### src/rtl/sbu_pkg.sv
// Package: shared widths and operation codes for the shift and bit unit.
// Assumes a 32-bit datapath; the code values are fixed by the decoder.
package sbu_pkg;
    localparam int XLEN   = 32;
    localparam int SHW    = $clog2(XLEN);
    localparam int OPW    = 5;
    localparam int NLANE  = XLEN / 8;
    localparam int LW     = $clog2(NLANE);

    localparam logic [OPW-1:0] OP_LSR_R  = 5'd0;
    localparam logic [OPW-1:0] OP_LSL_R  = 5'd1;
    localparam logic [OPW-1:0] OP_ASR_R  = 5'd2;
    localparam logic [OPW-1:0] OP_ROT_I  = 5'd3;
    localparam logic [OPW-1:0] OP_ASR_I  = 5'd4;
    localparam logic [OPW-1:0] OP_LSL_I  = 5'd5;
    localparam logic [OPW-1:0] OP_LSR_I  = 5'd6;
    localparam logic [OPW-1:0] OP_FF1    = 5'd7;
    localparam logic [OPW-1:0] OP_BREV   = 5'd8;
    localparam logic [OPW-1:0] OP_BGEN_R = 5'd9;
    localparam logic [OPW-1:0] OP_MASK_I = 5'd10;
    localparam logic [OPW-1:0] OP_XTRB   = 5'd11;
    localparam logic [OPW-1:0] OP_ZEXTB  = 5'd12;
    localparam logic [OPW-1:0] OP_SEXTB  = 5'd13;
    localparam logic [OPW-1:0] OP_ZEXTH  = 5'd14;
    localparam logic [OPW-1:0] OP_SEXTH  = 5'd15;
    localparam logic [OPW-1:0] OP_TSTNBZ = 5'd16;
endpackage

### src/rtl/sbu_shift.sv
// Module: shifts and rotates (ops 0..6).
// Register amounts saturate instead of wrapping. A zero immediate makes the
// immediate forms a one-bit move through carry. Claims no other op.
module sbu_shift
    import sbu_pkg::*;
(
    input  logic [OPW-1:0]  op_i,
    input  logic [XLEN-1:0] a_i,
    input  logic [XLEN-1:0] b_i,
    input  logic [SHW-1:0]  imm_i,
    input  logic            carry_i,
    output logic [XLEN-1:0] res_o,
    output logic            cnew_o,
    output logic            cwe_o,
    output logic            hit_o
);
    logic            big_lsh;
    logic            big_asr;
    logic [SHW-1:0]  ramt;
    logic [SHW-1:0]  iamt;
    logic            izero;
    logic [SHW:0]    rot_back;

    // Decode range limits and the effective immediate amount.
    always_comb begin
        big_lsh  = (b_i > XLEN'(XLEN - 1));
        big_asr  = (b_i > XLEN'(XLEN - 2));
        ramt     = b_i[SHW-1:0];
        izero    = (imm_i == '0);
        iamt     = izero ? SHW'(1) : imm_i;
        rot_back = (SHW+1)'(XLEN) - {1'b0, imm_i};
    end

    // Select the shift or rotate result and any carry update.
    always_comb begin
        res_o  = '0;
        cnew_o = 1'b0;
        cwe_o  = 1'b0;
        hit_o  = 1'b1;
        case (op_i)
            OP_LSR_R: res_o = big_lsh ? '0 : (a_i >> ramt);
            OP_LSL_R: res_o = big_lsh ? '0 : (a_i << ramt);
            OP_ASR_R: res_o = big_asr ? {XLEN{a_i[XLEN-1]}}
                                      : XLEN'($signed(a_i) >>> ramt);
            OP_ROT_I: begin
                if (izero) begin
                    res_o  = {carry_i, a_i[XLEN-1:1]};
                    cnew_o = a_i[0];
                    cwe_o  = 1'b1;
                end else begin
                    res_o = (a_i << imm_i) | (a_i >> rot_back);
                end
            end
            OP_ASR_I: begin
                res_o  = XLEN'($signed(a_i) >>> iamt);
                cnew_o = a_i[0];
                cwe_o  = izero;
            end
            OP_LSL_I: begin
                res_o  = a_i << iamt;
                cnew_o = a_i[XLEN-1];
                cwe_o  = izero;
            end
            OP_LSR_I: begin
                res_o  = a_i >> iamt;
                cnew_o = a_i[0];
                cwe_o  = izero;
            end
            default: hit_o = 1'b0;
        endcase
    end
endmodule

### src/rtl/sbu_bits.sv
// Module: bit-level operations (ops 7..10): leading-zero count, reverse,
// single-bit generate and low mask. Flags the reserved mask widths.
// Never writes carry.
module sbu_bits
    import sbu_pkg::*;
(
    input  logic [OPW-1:0]  op_i,
    input  logic [XLEN-1:0] a_i,
    input  logic [SHW:0]    b_i,
    input  logic [SHW-1:0]  imm_i,
    output logic [XLEN-1:0] res_o,
    output logic            ill_o,
    output logic            hit_o
);
    logic [SHW:0]    lz_cnt;
    logic [XLEN-1:0] rev;

    // Count zeros above the highest set bit; the top set bit is taken last.
    always_comb begin
        lz_cnt = (SHW+1)'(XLEN);
        for (int i = 0; i < XLEN; i++)
            if (a_i[i]) lz_cnt = (SHW+1)'(XLEN - 1 - i);
    end

    // Mirror the operand bit order.
    always_comb begin
        for (int i = 0; i < XLEN; i++)
            rev[i] = a_i[XLEN-1-i];
    end

    // Select the bit-level result and flag reserved mask widths.
    always_comb begin
        res_o = '0;
        ill_o = 1'b0;
        hit_o = 1'b1;
        case (op_i)
            OP_FF1:    res_o = XLEN'(lz_cnt);
            OP_BREV:   res_o = rev;
            OP_BGEN_R: res_o = b_i[SHW] ? '0 : (XLEN'(1) << b_i[SHW-1:0]);
            OP_MASK_I: begin
                if (imm_i == '0)
                    res_o = '1;
                else if (imm_i < SHW'(8))
                    ill_o = 1'b1;
                else
                    res_o = ~({XLEN{1'b1}} << imm_i);
            end
            default: hit_o = 1'b0;
        endcase
    end
endmodule

### src/rtl/sbu_bytes.sv
// Module: byte-lane operations (ops 11..16): byte extract, extensions and
// the zero-byte test. Splits the operand into lanes with a generate loop.
module sbu_bytes
    import sbu_pkg::*;
(
    input  logic [OPW-1:0]  op_i,
    input  logic [XLEN-1:0] a_i,
    input  logic [LW-1:0]   lane_i,
    output logic [XLEN-1:0] res_o,
    output logic            cnew_o,
    output logic            cwe_o,
    output logic            hit_o
);
    logic [7:0]       lane [NLANE];
    logic [NLANE-1:0] lane_nz;

    for (genvar g = 0; g < NLANE; g++) begin : g_lane
        assign lane[g]    = a_i[g*8 +: 8];
        assign lane_nz[g] = |a_i[g*8 +: 8];
    end

    // Select the byte-lane result and carry update.
    always_comb begin
        res_o  = '0;
        cnew_o = 1'b0;
        cwe_o  = 1'b0;
        hit_o  = 1'b1;
        case (op_i)
            OP_XTRB: begin
                res_o  = XLEN'(lane[lane_i]);
                cnew_o = |lane_nz;
                cwe_o  = 1'b1;
            end
            OP_ZEXTB: res_o = XLEN'(a_i[7:0]);
            OP_SEXTB: res_o = {{(XLEN-8){a_i[7]}}, a_i[7:0]};
            OP_ZEXTH: res_o = XLEN'(a_i[15:0]);
            OP_SEXTH: res_o = {{(XLEN-16){a_i[15]}}, a_i[15:0]};
            OP_TSTNBZ: begin
                cnew_o = &lane_nz;
                cwe_o  = 1'b1;
            end
            default: hit_o = 1'b0;
        endcase
    end
endmodule

### src/rtl/shift_bit_unit.sv
// Module: top of the shift and bit unit. Combinational. Routes each op to the
// one sub-unit that claims it, quiets everything on an illegal op and passes
// the incoming carry through when no carry write happens.
module shift_bit_unit
    import sbu_pkg::*;
(
    input  logic [4:0]  op_i,
    input  logic [31:0] a_i,
    input  logic [31:0] b_i,
    input  logic [4:0]  imm_i,
    input  logic        carry_i,
    output logic [31:0] result_o,
    output logic        carry_o,
    output logic        carry_we_o,
    output logic        illegal_o
);
    logic [XLEN-1:0] sh_res, bt_res, by_res;
    logic            sh_c, sh_we, sh_hit;
    logic            bt_ill, bt_hit;
    logic            by_c, by_we, by_hit;

    sbu_shift u_shift (
        .op_i(op_i), .a_i(a_i), .b_i(b_i), .imm_i(imm_i), .carry_i(carry_i),
        .res_o(sh_res), .cnew_o(sh_c), .cwe_o(sh_we), .hit_o(sh_hit)
    );

    sbu_bits u_bits (
        .op_i(op_i), .a_i(a_i), .b_i(b_i[SHW:0]), .imm_i(imm_i),
        .res_o(bt_res), .ill_o(bt_ill), .hit_o(bt_hit)
    );

    sbu_bytes u_bytes (
        .op_i(op_i), .a_i(a_i), .lane_i(imm_i[LW-1:0]),
        .res_o(by_res), .cnew_o(by_c), .cwe_o(by_we), .hit_o(by_hit)
    );

    // Merge sub-unit outputs and apply illegal and carry-hold rules.
    always_comb begin
        result_o   = '0;
        carry_o    = carry_i;
        carry_we_o = 1'b0;
        illegal_o  = 1'b0;
        if (sh_hit) begin
            result_o   = sh_res;
            carry_we_o = sh_we;
            if (sh_we) carry_o = sh_c;
        end else if (bt_hit) begin
            illegal_o = bt_ill;
            result_o  = bt_ill ? '0 : bt_res;
        end else if (by_hit) begin
            result_o   = by_res;
            carry_we_o = by_we;
            if (by_we) carry_o = by_c;
        end else begin
            illegal_o = 1'b1;
        end
    end
endmodule

### config.mk
export PLATFORM = sky130hd
export DESIGN_NAME = shift_bit_unit
export DESIGN_NICKNAME = d
export VERILOG_FILES = /design/src/rtl/sbu_pkg.sv /design/src/rtl/sbu_shift.sv /design/src/rtl/sbu_bits.sv /design/src/rtl/sbu_bytes.sv /design/src/rtl/shift_bit_unit.sv
export SDC_FILE = /design/constraint.sdc
export NUM_CORES = 1
export LEC_CHECK = 0
export ABC_AREA = 1
export BUFFER_PORTS_ARGS = -buffer_cell sky130_fd_sc_hd__clkbuf_2
export CAP_MARGIN = 40
export CORE_UTILIZATION = 31
export DETAILED_ROUTE_END_ITERATION = 16
export GPL_ROUTABILITY_DRIVEN = 1
export PLACE_DENSITY_LB_ADDON = 0.25
export SLEW_MARGIN = 20
export SYNTH_ARGS = -nofsm -noshare
export SYNTH_HDL_FRONTEND = slang
export SYNTH_SLANG_ARGS = --single-unit
### constraint.sdc
create_clock -name vclk -period 9.5
set_input_delay 2.375 -clock vclk [all_inputs]
set_output_delay 2.375 -clock vclk [all_outputs]
set_load 0.02 [all_outputs]
* After elaboration in Yosys (flattened, before gate mapping)
Cells that the tools add are included.
** Storage, ports and cells
- Register bits :: 0
- Bits in latches :: 0
- Bits in writable memories :: 0
- Memory bits (read-only) :: 0
- Bits of input ports :: 75
- Output and inout bits :: 35
- Logic and storage cells :: 121
- Memories :: 0
** Cells by class
- $add $sub $neg :: 1
- Multiply operators :: 0
- Div/mod/pow operators :: 0
- Order comparisons :: 4
- Equal/unequal tests :: 16
- Shift operators :: 10
- Mux-type cells :: 73
- Bitwise logic cells :: 3
- Reductions and logical operators :: 14
** Operator list (number)
- $mux 32 :: 11
- $pmux 32 s7 :: 1
- $mux 6 :: 32
- $pmux 32 s5 :: 1
- $pmux 32 s4 :: 1
- $shl 32x5->32 :: 3
- $gt 32x5->1 const B :: 2
- $shr 32x5->32 :: 2
- $sshr 32x5->32 :: 2
- $eq 5x4->1 const B :: 8
- $not 32->32 :: 1
- $or 32x32->32 :: 1
- $reduce_or 32->1 :: 1
- $reduce_or 8->1 :: 4
- $shl 1x5->32 const A :: 1
- $shl 32x5->32 const A :: 1
- $shr 32x6->32 :: 1
- $eq 5x3->1 const B :: 4
- $mux 1 :: 20
- $bmux 8 s2 :: 1
- $mux 8 :: 2
- $eq 5x2->1 const B :: 2
- $logic_not 5->1 :: 2
- $reduce_or 7->1 :: 1
- 14 further kinds :: 16

* Longest topological paths before layout
Gate-level depths: netlist of run 1.
- Depth after elaboration :: 36
- Mapped depth :: 33
- Mapped depth without buffers :: 33

* By module
From an unflattened synthesis of run 1, not the netlist that was laid out.
** Unflattened totals
- Cell total of the unflattened synthesis :: 3334
- Area, all modules :: 14810.5 µm²
** By module, submodules not included
- sbu_shift :: instances 1, cells an instance 2689, area an instance 11865.1 µm², sequential area each 0.0 µm²
- sbu_bits :: instances 1, cells an instance 264, area an instance 1257.5 µm², sequential area each 0.0 µm²
- shift_bit_unit :: instances 1, cells an instance 223, area an instance 930.9 µm², sequential area each 0.0 µm²
- sbu_bytes :: instances 1, cells an instance 158, area an instance 757.0 µm², sequential area each 0.0 µm²

* Worst setup path before layout of run 1
Ideal clock, no wire load.
- Kind :: input port to output port
- Start :: in imm_i[1]
- End :: out result_o[27]
- Data arrival time :: 5655 ps
- Required time :: 7125 ps
- Path slack :: 1470 ps
- Stages :: 19
- Buffers on the path :: 4
- Path through :: inv_2 -> buf_2 -> clkbuf_1 -> buf_1 -> ha_1 -> inv_1 -> nor2_1 -> ha_1 -> nor2_4 -> inv_2 -> buf_2 -> nor2_1 -> or2_2 -> o21ai_1 -> nand2_1 -> nand3_1 -> o21ai_0 -> o221a_2 -> a32oi_1
** On the way
- Longest elaborated chain between the ends :: 8
** Ends and longest elaborated chain
- start, declared :: RTL line shift_bit_unit.sv:10 : input logic [4:0] imm_i,
- parallel branches: the longest is 7 deep, another holds $sub 6x5->6
- $mux 32 (*) :: RTL line shift_bit_unit.sv:43 : if (sh_hit) begin
- end, declared :: RTL line shift_bit_unit.sv:12 : output logic [31:0] result_o,
Mark *: on every way between the ends.

* Final worst setup path of run 1
- Start :: in imm_i[3]
- End :: out result_o[13]
The elaborated chain is that of the path after synthesis.

==> results of run 1 <==
[synth_stat cells (all sizes together)]
cell	count
nand2	642
o21ai	437
nor2	385
inv	240
a21oi	158
clkbuf	113
buf	99
nand3	92
o211ai	70
o22ai	34
o221ai	33
a31oi	30
nor3	30
mux2i	24
o2111ai	20
a221oi	19
a211oi	18
or2	17
a2111oi	16
o31ai	13
a32oi	10
a41oi	10
nor4	10
o21bai	9
clkinv	7
nand4	7
a22oi	6
ha	6
o21a	6
o311ai	6
a311oi	4
a32o	3
a221o	2
a22o	2
or4	2
a21boi	1
a21o	1
a31o	1
and3	1
o221a	1
o32a	1
o41ai	1
[layout make-up]
cell class | count | area (um2)
Antenna cell | 1 | 2.50
Fill cell | 4795 | 26400
Inverter | 247 | 932
Multi-Input combinational cell | 2128 | 10600
Tap cell | 525 | 657
Timing Repair Buffer | 187 | 1140
[layer usage]
| metal | routed length (um) | up-vias | share of wire |
|---|---|---|---|
| met3 | 11100 | 348 | 0.11 |
| met1 | 38000 | 9314 | 0.39 |
| li1 | - | 8854 | - |
| met4 | 8560 | 2 | 0.087 |
| met2 | 40300 | 1508 | 0.41 |
| met5 | 10 | - | 0.00010 |
[cells by family (layout without fill, tap and decap cells)]
| logic type | Yosys count | in the layout | share of synthesized area |
|---|---|---|---|
| AOI/OAI and AO/OA | 912 | 912 | 0.442 |
| muxes | 24 | 24 | 0.0192 |
| other | 0 | 1 | 0 |
| adders and majority gates | 6 | 6 | 0.00601 |
| buffers and inverters | 459 | 434 | 0.149 |
| and+or+nand+nor | 1186 | 1186 | 0.384 |
[worst min-delay path, cell delays in order]
cell and delay (ps):
clkbuf_2 90, inv_1 140, nand2_1 110, nand2_1 40, nand2_1 50, nand2_1 50
nand4_1 120, clkbuf_2 190
[path summary, 6_finish.rpt]
kind              startpoint  depth (start not counted)  slack [ps]            to
setup / recovery    imm_i[3]                         18         610  result_o[13]
hold / removal       a_i[28]                          8        5540   result_o[0]
[through the flow]
stage	util	hold WS (ps)	area, um2
global placement	0.335	5510	13300
global route	0.337	5600	13400
detailed placement	0.336	5500	13300
floorplan	-	5070	12500
CTS	0.336	5500	13300
finish	0.337	5540	13400
[cells in the final DEF, fill, tap and decap left out, types with 7 or more instances in the layout]
cell	instances
a21oi_1	156
clkbuf_2	110
inv_1	226
o2111ai_1	20
nand3_1	92
a41oi_1	10
a211oi_1	18
nand2_1	638
o21ai_1	23
inv_2	14
o211ai_1	70
nor4_1	10
nor2_4	8
nand4_1	7
a31oi_1	30
mux2i_1	24
o22ai_1	34
o21bai_1	9
or2_2	15
nor3_1	27
a2111oi_0	10
o31ai_1	13
nor2_1	373
a32oi_1	10
o221ai_1	33
o21ai_0	412
a221oi_1	16
buf_4	70
==> results.sh, run 1 <==
export IMPL_status="finished clean"
export IMPL_worstPathArrival_ps=6520
export IMPL_die_h_um=203
export IMPL_clkbuf_count=0
export IMPL_synthTopCellsByArea="nand2_1 (19%), o21ai_0 (17%), nor2_1 (11%)"
export IMPL_fin_tns_setup_ps=0
export IMPL_nFlopsAndLatches=0
export IMPL_wire_per_inst_um=31.7
export IMPL_drc=0
export IMPL_grt_max_degree=66
export IMPL_relSlewSlack=0.327
export IMPL_grt_util_all_layers=0.463
export IMPL_required_ps=7130
export IMPL_antenna_found_initial=2
export IMPL_syn_avg_cell_area_um2=4.82
export IMPL_fin_nets=2645
export IMPL_ioPinCount=110
export IMPL_gp_congestion=1.09
export IMPL_dieWidth_um=203
export IMPL_grt_overflow_total=0
export IMPL_setup_viol=0
export IMPL_hold_path_class="input port to output port"
export IMPL_path_class="input port to output port"
export IMPL_die_area_um2=41100
export IMPL_grtUsageMet3=0.104
export IMPL_post_route_period_util=0.936
export IMPL_busiest_layer="met2"
export IMPL_syn_cell_area_um2=12500
export IMPL_start_util=0.314
export IMPL_finalHoldViolCount=0
export IMPL_crit_family="compound AO/OA/AOI/OAI gates"
export IMPL_first_global_vias=18579
export IMPL_synth_nets=2668
export IMPL_drt_total_wl_um=98000
export IMPL_crit_top_cell="nor2_1"
export IMPL_seqCellArea_um2=0
export IMPL_synth_cell_types=61
export IMPL_maxCapViolCount=0
export IMPL_synth_top_cell_area_share=0.192
export IMPL_cts_hold_buffers=0
export IMPL_cts_resized_gates=0
export IMPL_drive_gt1_frac=0.0964
export IMPL_area_growth_syn_to_layout_pct=7.15
export IMPL_fin_ws_ps=605
export IMPL_maxSlewViolCount=0
export IMPL_pre_cts_slack_ps=906
export IMPL_syn_inst=2587
export IMPL_grt_use_met2=0.693
export IMPL_grt_pass1_wl_um=137000
export IMPL_path_buf_inv=4
export IMPL_core_area_um2=39700
export IMPL_seq_area_frac_synth=0
export IMPL_fmax_mhz=112
export IMPL_slowest_delay_ps=750
export IMPL_ys_warn_count=0
export IMPL_vias_per_cell=6.49
export IMPL_dp_cells=3083
export IMPL_path_max_fanout=30
export IMPL_final_cells=3088
export IMPL_place_hpwl_um=78500
export IMPL_min_period_ps=8890
export IMPL_use_met1=0.584
export IMPL_critPathSlowestCell="a211oi_1"
export IMPL_synth_top_area_cell="nand2_1"
export IMPL_first_iter_violations=3111
export IMPL_rows=73
export IMPL_critPathLaunchType="input port"
export IMPL_worst_pin_slew_ps=1010
export IMPL_path_cells="clkbuf_2, nor2_4, inv_1, nor2_1, ha_1, nor2_4, buf_4, nor2_1, nor2_1, nand2_1, o21ai_0, o21ai_0, o21ai_0, o22ai_1, nor2_1, a211oi_1, o2111ai_1, clkbuf_2"
export IMPL_ant_nets=0
export IMPL_io_buffers=110
export IMPL_rsz0062_at_grt="false"
export IMPL_dr_pass1_iters=9
export IMPL_routed_via_count=20026
export IMPL_cts_setup_buffers=0
export IMPL_end_kind="output port"
==> inputs of run 2 (changes only) <==
--- a/config.mk
+++ b/config.mk
@@ -6,10 +6,10 @@
 export NUM_CORES = 1
 export LEC_CHECK = 0
 export ABC_AREA = 1
-export BUFFER_PORTS_ARGS = -buffer_cell sky130_fd_sc_hd__clkbuf_2
 export CAP_MARGIN = 40
 export CORE_UTILIZATION = 31
 export DETAILED_ROUTE_END_ITERATION = 16
+export DONT_BUFFER_PORTS = 1
 export GPL_ROUTABILITY_DRIVEN = 1
 export PLACE_DENSITY_LB_ADDON = 0.25
 export SLEW_MARGIN = 20
==> run 2 against run 1 <==
Net effect: critical path depth down 1; hold slack worse by 430 ps; die area did not move; global-route usage is 3.3 points lower; maximum frequency down 4.9%; routed wire length down 6.7%; cell area fell by 3.0%.
==> results.sh, run 2 (synthesis results as in run 1) <==
export IMPL_worst_pin_slew_ps=1040
export IMPL_start_util=0.314
export IMPL_hp_start="a_i[31]"
export IMPL_worstPathArrival_ps=6980
export IMPL_rows=73
export IMPL_rsz0062_at_grt="false"
export IMPL_hold_ws_ps=5120
export IMPL_fin_nets=2551
export IMPL_area_growth_syn_to_layout_pct=3.90
export IMPL_place_hpwl_um=70400
export IMPL_required_ps=7130
export IMPL_nFlopsAndLatches=0
export IMPL_drc=0
export IMPL_vias_per_cell=6.60
export IMPL_path_buf_inv=5
export IMPL_io_buffers=0
export IMPL_first_iter_violations=3086
export IMPL_ioPinCount=110
export IMPL_seqCellArea_um2=0
export IMPL_setup_viol=0
export IMPL_grt_pass1_wl_um=129000
export IMPL_cts_setup_buffers=0
export IMPL_clkbuf_count=0
export IMPL_wire_per_inst_um=30.5
export IMPL_post_route_period_util=0.984
export IMPL_fin_tns_setup_ps=0
export IMPL_final_cell_mix="nand2_1 (638), o21ai_0 (412), nor2_1 (373)"
export IMPL_end_kind="output port"
export IMPL_path_class="input port to output port"
export IMPL_dieWidth_um=203
export IMPL_die_h_um=203
export IMPL_grt_util_all_layers=0.430
export IMPL_worstSetupPathDepth=17
export IMPL_layout_commonest_cell="nand2_1"
export IMPL_critical_path_startpoint="imm_i[0]"
export IMPL_path_max_fanout=65
export IMPL_hold_path_class="input port to output port"
export IMPL_crit_end="result_o[0]"
export IMPL_grt_max_degree=67
export IMPL_slowest_delay_ps=710
export IMPL_finalHoldViolCount=0
export IMPL_path_cells="inv_2, ha_1, inv_1, nor2_1, ha_1, nor2_4, inv_2, buf_4, o21ai_0, a31oi_1, a21oi_1, a22o_1, a221oi_2, nand3_1, a21oi_1, nand4_1, buf_4"
export IMPL_min_period_ps=9350
export IMPL_core_area_um2=39700
export IMPL_cts_hold_buffers=0
export IMPL_status="finished clean"
export IMPL_antenna_found_initial=3
export IMPL_ant_nets=0
export IMPL_die_area_um2=41100
export IMPL_grt_overflow_total=0
export IMPL_cts_resized_gates=0
export IMPL_crit_family="compound AO/OA/AOI/OAI gates"
export IMPL_fmax_mhz=107
export IMPL_dr_pass1_iters=6
export IMPL_drive_gt1_frac=0.0612
export IMPL_first_global_vias=18180
export IMPL_maxCapViolCount=0
export IMPL_routed_via_count=19782
export IMPL_critPathSlowestCell="a21oi_1"
export IMPL_gp_congestion=1.16
export IMPL_drt_total_wl_um=91400
export IMPL_critPathLaunchType="input port"
export IMPL_relSlewSlack=0.306
export IMPL_maxSlewViolCount=0
==> run 2: routing by layer <==
metal	vias to the layer above	share of wire	GRT usage
li1	8661	-	-
met1	9212	0.37	0.537
met2	1569	0.42	0.662
met3	338	0.12	0.0987
met4	2	0.078	0.274
met5	-	0.00014	0
==> run 2: how the worst min path moves through the flow <==
stage                   to  cells after the start  slack (ps)
6_report       result_o[0]                      3        5120
5_1_grt        result_o[0]                      3        5110
4_1_cts        result_o[0]                      3        5100
3_5_place_dp   result_o[0]                      3        5100
3_3_place_gp   result_o[0]                      3        5100
2_1_floorplan  result_o[0]                      4        5070
==> run 2: metrics by stage <==
step	cells	instance area [um2]	utilization	setup slack [ps]
final	2996	13000	0.326	150
after floorplan	2587	12500	-	1470
after detailed placement	2991	13000	0.326	390
after CTS	2991	13000	0.326	370
after global placement	2984	12900	0.324	203
after global routing	2993	13000	0.326	159
==> run 2: tightest hold or removal path, delay by kind of cell <==
family,cells,cell delay (ps)
AO/OA/AOI/OAI,1,60
buffers and inverters,1,160
AND/OR/NAND/NOR,1,140
==> run 2: cell type report <==
| class | count | area, um2 |
|---|---|---|
| timing repair buffer | 93 | 727 |
| fill | 4789 | 26800 |
| antenna | 3 | 7.51 |
| inverter | 247 | 932 |
| multi-input combinational | 2128 | 10600 |
| tap | 525 | 657 |
